--- src/rtl/seq_pkg.sv ---
package seq_pkg;
    typedef enum logic [1:0] {
        ST_BOOT   = 2'd0,
        ST_LAUNCH = 2'd1,
        ST_WAIT   = 2'd2,
        ST_SLEEP  = 2'd3
    } seq_state_e;

    typedef enum logic {
        PM_FULL = 1'b0,
        PM_LOW  = 1'b1
    } pwr_mode_e;
endpackage

--- src/rtl/seq_tick_gen.sv ---
module seq_tick_gen #(
    parameter int TICK_DIV = 16
) (
    input  logic clk,
    input  logic rst_n,
    input  logic clr,
    output logic tick
);
    localparam int CW = (TICK_DIV > 2) ? $clog2(TICK_DIV) : 1;
    localparam logic [CW-1:0] LAST = CW'(TICK_DIV - 1);

    logic [CW-1:0] cnt_d, cnt_q;

    assign tick = (cnt_q == LAST);

    always_comb begin
        cnt_d = cnt_q + CW'(1);
        if (clr || tick) cnt_d = '0;
    end

    always_ff @(posedge clk or negedge rst_n) begin
        if (!rst_n) cnt_q <= '0;
        else        cnt_q <= cnt_d;
    end

    // no tick may follow a clear directly unless the divider is one cycle
    p_tick_after_clr_r7: assert property (@(posedge clk) disable iff (!rst_n)
        (clr && TICK_DIV > 1) |=> !tick);
endmodule

--- src/rtl/seq_conn_select.sv ---
module seq_conn_select #(
    parameter int NUM_STAGES = 12,
    parameter int CONN_W     = 16,
    parameter int STG_W      = 4
) (
    input  logic [NUM_STAGES*CONN_W-1:0] conn_all,
    input  logic [STG_W-1:0]             sel,
    output logic [CONN_W-1:0]            conn
);
    logic [CONN_W-1:0] words [NUM_STAGES];

    for (genvar g = 0; g < NUM_STAGES; g++) begin : g_word
        assign words[g] = conn_all[g*CONN_W +: CONN_W];
    end

    always_comb begin
        conn = '0;
        for (int k = 0; k < NUM_STAGES; k++) begin
            if (sel == STG_W'(k)) conn = words[k];
        end
    end
endmodule

--- src/rtl/conv_stage_sequencer.sv ---
module conv_stage_sequencer
    import seq_pkg::*;
#(
    parameter int NUM_STAGES  = 12,
    parameter int NUM_INPUTS  = 8,
    parameter int TICK_DIV    = 16,
    parameter int SLEEP_TICKS = 10,
    parameter int TO_W        = 8
) (
    input  logic                                  clk,
    input  logic                                  rst_n,
    input  logic [$clog2(NUM_STAGES)-1:0]         cfg_last_stage,
    input  logic [NUM_STAGES*2*NUM_INPUTS-1:0]    cfg_conn,
    input  logic [1:0]                            cfg_lp_delay,
    input  logic [TO_W-1:0]                       cfg_idle_timeout,
    input  logic                                  cfg_decim_256,
    input  logic                                  touch_active,
    input  logic                                  conv_done,
    output logic                                  conv_start,
    output logic [$clog2(NUM_STAGES)-1:0]         conv_stage,
    output logic [2*NUM_INPUTS-1:0]               conv_conn,
    output logic                                  conv_decim_256,
    output logic                                  stage_done,
    output logic [$clog2(NUM_STAGES)-1:0]         stage_done_idx,
    output logic                                  seq_done,
    output logic                                  low_power
);
    localparam int STG_W    = $clog2(NUM_STAGES);
    localparam int CONN_W   = 2 * NUM_INPUTS;
    localparam int CONN_ALL = NUM_STAGES * CONN_W;
    localparam int SLP_W    = $clog2(4 * SLEEP_TICKS + 1);
    localparam logic [STG_W-1:0] MAX_STG = STG_W'(NUM_STAGES - 1);

    typedef struct packed {
        seq_state_e          st;
        pwr_mode_e           mode;
        logic [STG_W-1:0]    stage;
        logic [STG_W-1:0]    last;
        logic [CONN_ALL-1:0] conn;
        logic [1:0]          dly;
        logic [TO_W-1:0]     tmo;
        logic                decim;
        logic [TO_W-1:0]     idle;
        logic                wake;
        logic [SLP_W-1:0]    slp;
        logic                stage_done;
        logic [STG_W-1:0]    done_idx;
        logic                seq_done;
    } seq_reg_t;

    seq_reg_t r_d, r_q;
    logic     tick;
    logic     tick_clr;
    logic     load_cfg;
    logic [SLP_W-1:0] sleep_tgt;

    seq_tick_gen #(.TICK_DIV(TICK_DIV)) u_tick (
        .clk   (clk),
        .rst_n (rst_n),
        .clr   (tick_clr),
        .tick  (tick)
    );

    seq_conn_select #(
        .NUM_STAGES (NUM_STAGES),
        .CONN_W     (CONN_W),
        .STG_W      (STG_W)
    ) u_sel (
        .conn_all (r_q.conn),
        .sel      (r_q.stage),
        .conn     (conv_conn)
    );

    assign sleep_tgt = SLP_W'(({30'd0, r_q.dly} + 32'd1) * SLEEP_TICKS);

    always_comb begin
        r_d            = r_q;
        r_d.stage_done = 1'b0;
        r_d.seq_done   = 1'b0;
        load_cfg       = 1'b0;
        tick_clr       = 1'b0;

        // touch tracking per mode
        if (r_q.mode == PM_FULL) begin
            if (touch_active)                 r_d.idle = '0;
            else if (tick && r_q.idle != '1)  r_d.idle = r_q.idle + TO_W'(1);
        end else if (touch_active) begin
            r_d.wake = 1'b1;
        end

        case (r_q.st)
            ST_BOOT: begin
                r_d.st    = ST_LAUNCH;
                r_d.stage = '0;
                load_cfg  = 1'b1;
            end
            ST_LAUNCH: r_d.st = ST_WAIT;
            ST_WAIT: begin
                if (conv_done) begin
                    r_d.stage_done = 1'b1;
                    r_d.done_idx   = r_q.stage;
                    if (r_q.stage == r_q.last) begin
                        r_d.seq_done = 1'b1;
                        r_d.stage    = '0;
                        if (r_q.mode == PM_FULL) begin
                            if (!touch_active && r_q.idle >= r_q.tmo) begin
                                r_d.mode = PM_LOW;
                                r_d.wake = 1'b0;
                                r_d.st   = ST_SLEEP;
                                r_d.slp  = '0;
                                tick_clr = 1'b1;
                            end else begin
                                r_d.st   = ST_LAUNCH;
                                load_cfg = 1'b1;
                            end
                        end else if (r_q.wake || touch_active) begin
                            r_d.mode = PM_FULL;
                            r_d.idle = '0;
                            r_d.wake = 1'b0;
                            r_d.st   = ST_LAUNCH;
                            load_cfg = 1'b1;
                        end else begin
                            r_d.st   = ST_SLEEP;
                            r_d.slp  = '0;
                            tick_clr = 1'b1;
                        end
                    end else begin
                        r_d.stage = r_q.stage + STG_W'(1);
                        r_d.st    = ST_LAUNCH;
                    end
                end
            end
            ST_SLEEP: begin
                if (tick) begin
                    if (r_q.slp == sleep_tgt - SLP_W'(1)) begin
                        r_d.st   = ST_LAUNCH;
                        load_cfg = 1'b1;
                    end else begin
                        r_d.slp = r_q.slp + SLP_W'(1);
                    end
                end
            end
            default: r_d.st = ST_BOOT;
        endcase

        if (load_cfg) begin
            r_d.last  = (cfg_last_stage > MAX_STG) ? MAX_STG : cfg_last_stage;
            r_d.conn  = cfg_conn;
            r_d.dly   = cfg_lp_delay;
            r_d.tmo   = cfg_idle_timeout;
            r_d.decim = cfg_decim_256;
        end
    end

    always_ff @(posedge clk or negedge rst_n) begin
        if (!rst_n) r_q <= '0;
        else        r_q <= r_d;
    end

    assign conv_start     = (r_q.st == ST_LAUNCH);
    assign conv_stage     = r_q.stage;
    assign conv_decim_256 = r_q.decim;
    assign stage_done     = r_q.stage_done;
    assign stage_done_idx = r_q.done_idx;
    assign seq_done       = r_q.seq_done;
    assign low_power      = (r_q.mode == PM_LOW);

    p_start_pulse_r11: assert property (@(posedge clk) disable iff (!rst_n)
        conv_start |=> !conv_start);
    p_seq_with_stage_r5: assert property (@(posedge clk) disable iff (!rst_n)
        seq_done |-> stage_done);
    p_idx_range_r3: assert property (@(posedge clk) disable iff (!rst_n)
        stage_done |-> (stage_done_idx <= MAX_STG));
    p_sleep_gap_r7: assert property (@(posedge clk) disable iff (!rst_n)
        (seq_done && low_power) |-> !conv_start);
    p_full_gap_r6: assert property (@(posedge clk) disable iff (!rst_n)
        (seq_done && !low_power) |-> (conv_start && conv_stage == '0));
    p_mode_edge_r8: assert property (@(posedge clk) disable iff (!rst_n)
        (low_power != $past(low_power)) |-> seq_done);
    p_no_start_while_busy_r2: assert property (@(posedge clk) disable iff (!rst_n)
        (stage_done && !seq_done) |-> conv_start);
endmodule

--- config.mk ---
export PLATFORM = sky130hd
export DESIGN_NAME = conv_stage_sequencer
export DESIGN_NICKNAME = d
export VERILOG_FILES = /design/src/rtl/seq_pkg.sv /design/src/rtl/seq_tick_gen.sv /design/src/rtl/seq_conn_select.sv /design/src/rtl/conv_stage_sequencer.sv
export SDC_FILE = /design/constraint.sdc
export NUM_CORES = 1
export LEC_CHECK = 0
export BUFFER_PORTS_ARGS = -buffer_cell sky130_fd_sc_hd__buf_2
export CAP_MARGIN = 20
export CORE_UTILIZATION = 56
export DETAILED_ROUTE_END_ITERATION = 10
export PLACE_DENSITY = 0.81
export SYNTH_ARGS = -nofsm -noshare
export SYNTH_HDL_FRONTEND = slang
export SYNTH_SLANG_ARGS = --single-unit
--- constraint.sdc ---
create_clock -name clk -period 3.26 [get_ports clk]
set_clock_uncertainty 0.15 [all_clocks]
set_input_delay 0 -clock clk [delete_from_list [all_inputs] [get_ports clk]]
set_output_delay 0 -clock clk [all_outputs]
set_load 0.01 [all_outputs]
==> impl_metrics.tcl, run 1 <==
set metrics [dict create \
    rows 53 \
    pre_cts_slack_ps 251 \
    cts.path.max_buffers 3 \
    grt_pass1_vias 10600 \
    slew_headroom 0.422 \
    grt_overflow_total 0 \
    crit_required_ps 3110 \
    finalCritPeriodShare 0.981 \
    rsz0062_at_grt "true" \
    die_w_um 148 \
    wl_per_cell_um 23.0 \
    hold_slack_ps -66.6 \
    p_leak_nw 8.47 \
    drv_slew 0 \
    ant_nets 0 \
    track_usage 0.358 \
    worst_slew_pin_slew_ps 867 \
    cts_sinks 239 \
    synth_warnings 0 \
    core_um2 21000 \
    hold_class "input port to async pin" \
    syn-instance-count 982 \
    synthAdderAreaFrac 0.0208 \
    path_cells "inv_1, ha_4, buf_12, buf_4, and3b_1, a21oi_1, o21ai_0, mux4_2, inv_1, o22ai_1, buf_2" \
    yosys.area_share.simple 0.0769 \
    cpMostUsedCell "inv_1" \
    cts_buffers 26 \
    ys_seq_area_frac 0.498 \
    async_flop_share 1.00 \
    startpoint_type "flip-flop" \
    clk_pin_slew_ps 70 \
    synth_compound_area_frac 0.110 \
    worst_setup_path_end_kind "output port" \
    port_buffers 239 \
    start_util 0.572 \
    grt_max_degree 112 \
    critical_path.slowest_cell "mux4_2" \
    fin_crit_ps 3200 \
    critPathKind "flip-flop to output port" \
    antenna_found_initial 3 \
    remaining_drc_errors 0 \
    ys_ff_latch 239 \
    synth_top_family_by_area "multiplexers" \
    hold_viol_final 26 \
    drtIter0Drc 834 \
    cts_root_buf "clkbuf_16" \
    path_buf_inv 5 \
    clkLatencyLatePin_ps 530 \
    cpPeakStageDelay_ps 500 \
    finalSetupViolations 0 \
    fin_ws_ps 62.3 \
    htreeDepth 1 \
    hpwl_mm 21.4 \
    synth_cell_types 52 \
    syn_area_per_cell_um2 12.2 \
    power.density_nw_per_um2 402 \
    area_growth_pct 38.2 \
    die_y_um 148 \
    viasPerCell 5.97 \
    drive_gt1_frac 0.377 \
    grt_pass1_wl_mm 59.4 \
    tritoncts "built" \
    synth_edf_count 0 \
    die-area_um2 22100 \
    status "finished, violations left" \
    wl_mm 39.6 \
    place.gp.congestion 0.902 \
    final_area_um2 16600 \
    utilization 0.790 \
    synth_area_um2 12000 \
    nNetsFinal 1650 \
    placed_cell_area_um2 13400 \
    ios 240 \
    peakVddDrop_mv 0.424 \
    synth_xor_area_frac 0.0123 \
    power_mw 6.67 \
    synthMuxAreaShare 0.240 \
    cp.arrival_ps 3050 \
    critPathTopFamily "buffers and inverters" \
    drv_cap 0 \
    r2r_slack_ps 200 \
    crit_fanout 32 \
    max_freq_ghz 0.313 \
    vias 10300 \
    synth-main-ff-cell "dfrtp_1" \
    syn_nets 1213 \
    failed_checks "hold timing" \
    dr.pass1.iters 8 \
]
-- state kept, by name (all words and copies together), names as in the netlist --
signal,count
conv_stage,4
seq_done,1
stage_done_idx,4
r_q,223
stage_done,1
conv_decim_256,1
u_tick.cnt_q,4
low_power,1
-- placed cells by master, fill, tap and decap left out, drive strengths merged, types with 5 or more instances in the layout --
| master | netlist | layout |
|---|---|---|
| o31ai | 6 | 6 |
| nand2 | 97 | 97 |
| a221oi | 28 | 28 |
| nor2 | 34 | 34 |
| dlygate4sd3 | 0 | 212 |
| o211ai | 18 | 18 |
| o21ai | 31 | 31 |
| mux2 | 207 | 207 |
| xor2 | 9 | 9 |
| xnor2 | 7 | 7 |
| a21oi | 58 | 58 |
| inv | 21 | 20 |
| bufinv | 0 | 5 |
| dfrtp | 239 | 239 |
| nand3 | 11 | 11 |
| clkinv | 0 | 8 |
| clkbuf | 42 | 32 |
| o22ai | 16 | 16 |
| and3 | 9 | 9 |
| buf | 33 | 272 |
| nand3b | 17 | 17 |
| a31oi | 16 | 16 |
| o21a | 15 | 15 |
| mux2i | 5 | 5 |
| ha | 20 | 20 |
-- layer usage --
layer	routed length, um	vias to the layer above	track usage
li1	-	4407	-
met5	0	-	0
met2	20000	627	0.621
met1	14300	5057	0.421
met4	2430	0	0.209
met3	2800	172	0.0558
-- kinds of logic (layout without fill, tap and decap cells) --
| family | Yosys count | after routing |
|---|---|---|
| adders and majority gates | 20 | 20 |
| AOI/OAI and AO/OA | 202 | 202 |
| xor gates and xnor gates | 16 | 16 |
| buffers and inverters | 96 | 553 |
| and+or+nand+nor | 196 | 196 |
| DFF | 239 | 239 |
| other | 0 | 4 |
| muxes | 213 | 213 |
-- per-stage QoR --
stage	cells	hold WS (ps)	TNS [ps]
4_1_cts	1707	9.20	0
2_1_floorplan	982	-446	0
3_5_place_dp	1447	-34.1	0
3_3_place_gp	1447	-35.7	0
6_report	1718	-66.6	0
5_1_grt	1717	40.4	-91.0
-- where the power goes --
part           total (mW)  switching (mW)  internal (mW)
Clock                3.27            1.29           1.98
Combinational       0.439           0.171          0.268
Sequential           2.97         0.00107           2.97
Total                6.67            1.46           5.21
-- what timing repair did --
| item | in CTS | in global routing |
|---|---|---|
| setup endpoints to repair | 5 | 15 |
| pin swaps | 0 | 1 |
| gates resized for setup | 6 | 14 |
| hold buffers | 212 | 0 |
| endpoints found under the hold margin | 362 | 0 |
| setup buffers | 0 | 7 |
-- synth_stat cells, types with 17 or more instances --
library cell / count / area (um^2)
a21oi_1: 58 / 290
a221oi_1: 28 / 245
clkbuf_1: 42 / 158
dfrtp_1: 239 / 5980
ha_1: 20 / 250
inv_1: 21 / 78.8
mux2_2: 79 / 890
mux2_4: 128 / 1920
nand2_1: 97 / 364
nand3b_1: 17 / 128
nor2_1: 34 / 128
o211ai_1: 18 / 135
o21ai_0: 31 / 155
-- layout make-up --
cell class | count | area [um^2]
inverter | 21 | 82.6
clock inverter | 16 | 228
antenna | 4 | 10.0
clock buffer | 32 | 723
multi-input combinational | 647 | 5580
sequential | 239 | 5980
tap | 275 | 344
fill | 1126 | 4410
timing repair buffer | 484 | 3660
-- path summary, 6_finish.rpt --
kind / start / end / cells after the start
worst max-delay path: conv_stage[1] / conv_conn[13] / 11
worst min register to register: u_tick.cnt_q[0] / u_tick.cnt_q[0] / 1
max in group asynchronous: rst_n / r_q[70] / 3
min in group clk: cfg_conn[1] / r_q[33] / 3
worst min-delay path: rst_n / r_q[23] / 2
worst max register to register: r_q[18] / r_q[38] / 7
Note: power is estimated with default switching activity, not from simulation.
==> inputs of run 2 (changes only) <==
REMOVE_ABC_BUFFERS = 1   (was not set)
==> impl_metrics.tcl, run 2 (synthesis results as in run 1) <==
set metrics [dict create \
    ant_nets 0 \
    intPower_mw 5.07 \
    die-area_um2 22100 \
    p_sw_frac 0.219 \
    dr.pass1.iters 5 \
    seq_power_share 0.457 \
    cts_buffers 26 \
    power.density_nw_per_um2 391 \
    crit_required_ps 3110 \
    die_y_um 148 \
    p_clk_frac 0.475 \
    hold_class "input port to async pin" \
    start_util 0.572 \
    power_frac_comb 0.068 \
    grt_pass1_vias 11000 \
    final_cells 1716 \
    remaining_drc_errors 1 \
    mostFrequentLayoutCell "buf_2" \
    nNetsFinal 1651 \
    htreeDepth 1 \
    final_cell_mix "buf_2, dfrtp_1, dlygate4sd3_1" \
    top_register "r_q" \
    core_um2 21000 \
    cts.path.max_buffers 3 \
    fin_ws_ps -129 \
    critPathTopFamily "simple AND/OR/NAND/NOR gates" \
    path_cells "buf_4, nor2b_2, and3_2, a221oi_1, a31oi_1, buf_2" \
    die_w_um 148 \
    clkLatencyLatePin_ps 520 \
    critPathKind "flip-flop to output port" \
    hpwl_mm 20.9 \
    drv_slew 0 \
    largest_reg_flops 223 \
    grt_overflow_total 0 \
    critical_path.slowest_cell "and3_2" \
    finalCritPeriodShare 1.04 \
    clk_pin_slew_ps 60 \
    port_buffers 239 \
    grt_pass1_wl_mm 60.9 \
    p_leak_nw 8.47 \
    grt_max_degree 111 \
    dpl.cell_count 1446 \
    ios 240 \
    wl_per_cell_um 23.1 \
    slew_headroom 0.428 \
    drive_gt1_frac 0.380 \
    cpPeakStageDelay_ps 580 \
    cts_sinks 239 \
    cp.arrival_ps 3240 \
    status "finished, violations left" \
    hold_viol_final 30 \
    p_sw_mw 1.42 \
    final_area_um2 16600 \
    peakVddDrop_mv 0.381 \
    track_usage 0.367 \
    wl_mm 39.7 \
    fin_crit_ps 3390 \
    finalSetupViolations 1 \
    path_buf_inv 2 \
    drv_cap 0 \
    placed_cell_area_um2 13500 \
    tritoncts "built" \
    setup_tns_ps -129 \
    hold_slack_ps -52.2 \
    max_freq_ghz 0.295 \
    place.gp.congestion 0.876 \
    drtIter0Drc 702 \
    area_growth_pct 38.4 \
    worst_slew_pin_slew_ps 859 \
    vias 10300 \
    antenna_found_initial 5 \
    worst_setup_path_end_kind "output port" \
    rows 53 \
    crit_fanout 21 \
    failed_checks "DRC, hold timing, setup timing" \
    viasPerCell 6.00 \
    cts_root_buf "clkbuf_16" \
    startpoint_type "flip-flop" \
]
## run 2: changes by cell type in the layout (fill, tap and decap cells not counted), moves of 2 or more
cell and delta:
o21ai_0 +4, and2_2 +2, o21ai_1 -4, bufinv_16 -2, buf_12 +2, clkbuf_1 +3, ha_4 +2, buf_4 -2
and2_1 -2, clkinv_2 -2
## run 2: final cells by class
cell class | count | area [um^2]
antenna | 3 | 7.51
multi-input combinational | 647 | 5630
fill | 1101 | 4390
tap | 275 | 344
sequential | 239 | 5980
clock buffer | 36 | 748
timing repair buffer | 485 | 3700
inverter | 21 | 82.6
clock inverter | 10 | 141
## run 2: final timing paths
path / from / end / slack, ps / cells after the start
setup / recovery: conv_stage[3] / conv_conn[5] / -130 / 6
hold / removal: rst_n / r_q[38] / -50 / 2
setup reg to reg: r_q[18] / r_q[40] / 130 / 8
hold reg to reg: u_tick.cnt_q[0] / u_tick.cnt_q[0] / 320 / 1
max in group asynchronous: rst_n / r_q[121] / 1960 / 3
min in group clk: cfg_conn[9] / r_q[41] / 80 / 3
## run 2: layer usage
layer,wire [um],vias to the layer above,share of wire,track usage
li1,-,4420,-,-
met5,24,-,0.00060,0.00227
met4,2510,4,0.063,0.233
met1,14500,4963,0.37,0.426
met3,3380,235,0.085,0.114
met2,19300,669,0.49,0.591
## run 2: power groups by stage
stage	sequential (mW)	combinational (mW)	clock, mW
after floorplan	3.02	0.00979	0
after global placement	3.02	0.210	0
after detailed placement	3.02	0.213	0
after CTS	2.97	0.416	3.08
after global routing	2.97	0.469	3.25
final	2.97	0.440	3.09
## run 2: repair_timing
| action | 4_1_cts | 5_1_grt |
|---|---|---|
| pin swaps | 1 | 3 |
| hold buffers | 212 | 0 |
| hold endpoints to repair | 333 | 0 |
| setup buffers | 3 | 6 |
| gates resized for setup | 8 | 11 |
| setup endpoints to repair | 12 | 78 |
## run 2: through the flow
stage / util / power, mW / worst slack, ps
finish: 0.791 / 6.50 / -129
global route: 0.791 / 6.68 / -227
CTS: 0.787 / 6.47 / 5.15
detailed placement: 0.640 / 3.23 / 251
global placement: 0.640 / 3.23 / 277
floorplan: - / 3.03 / -8320
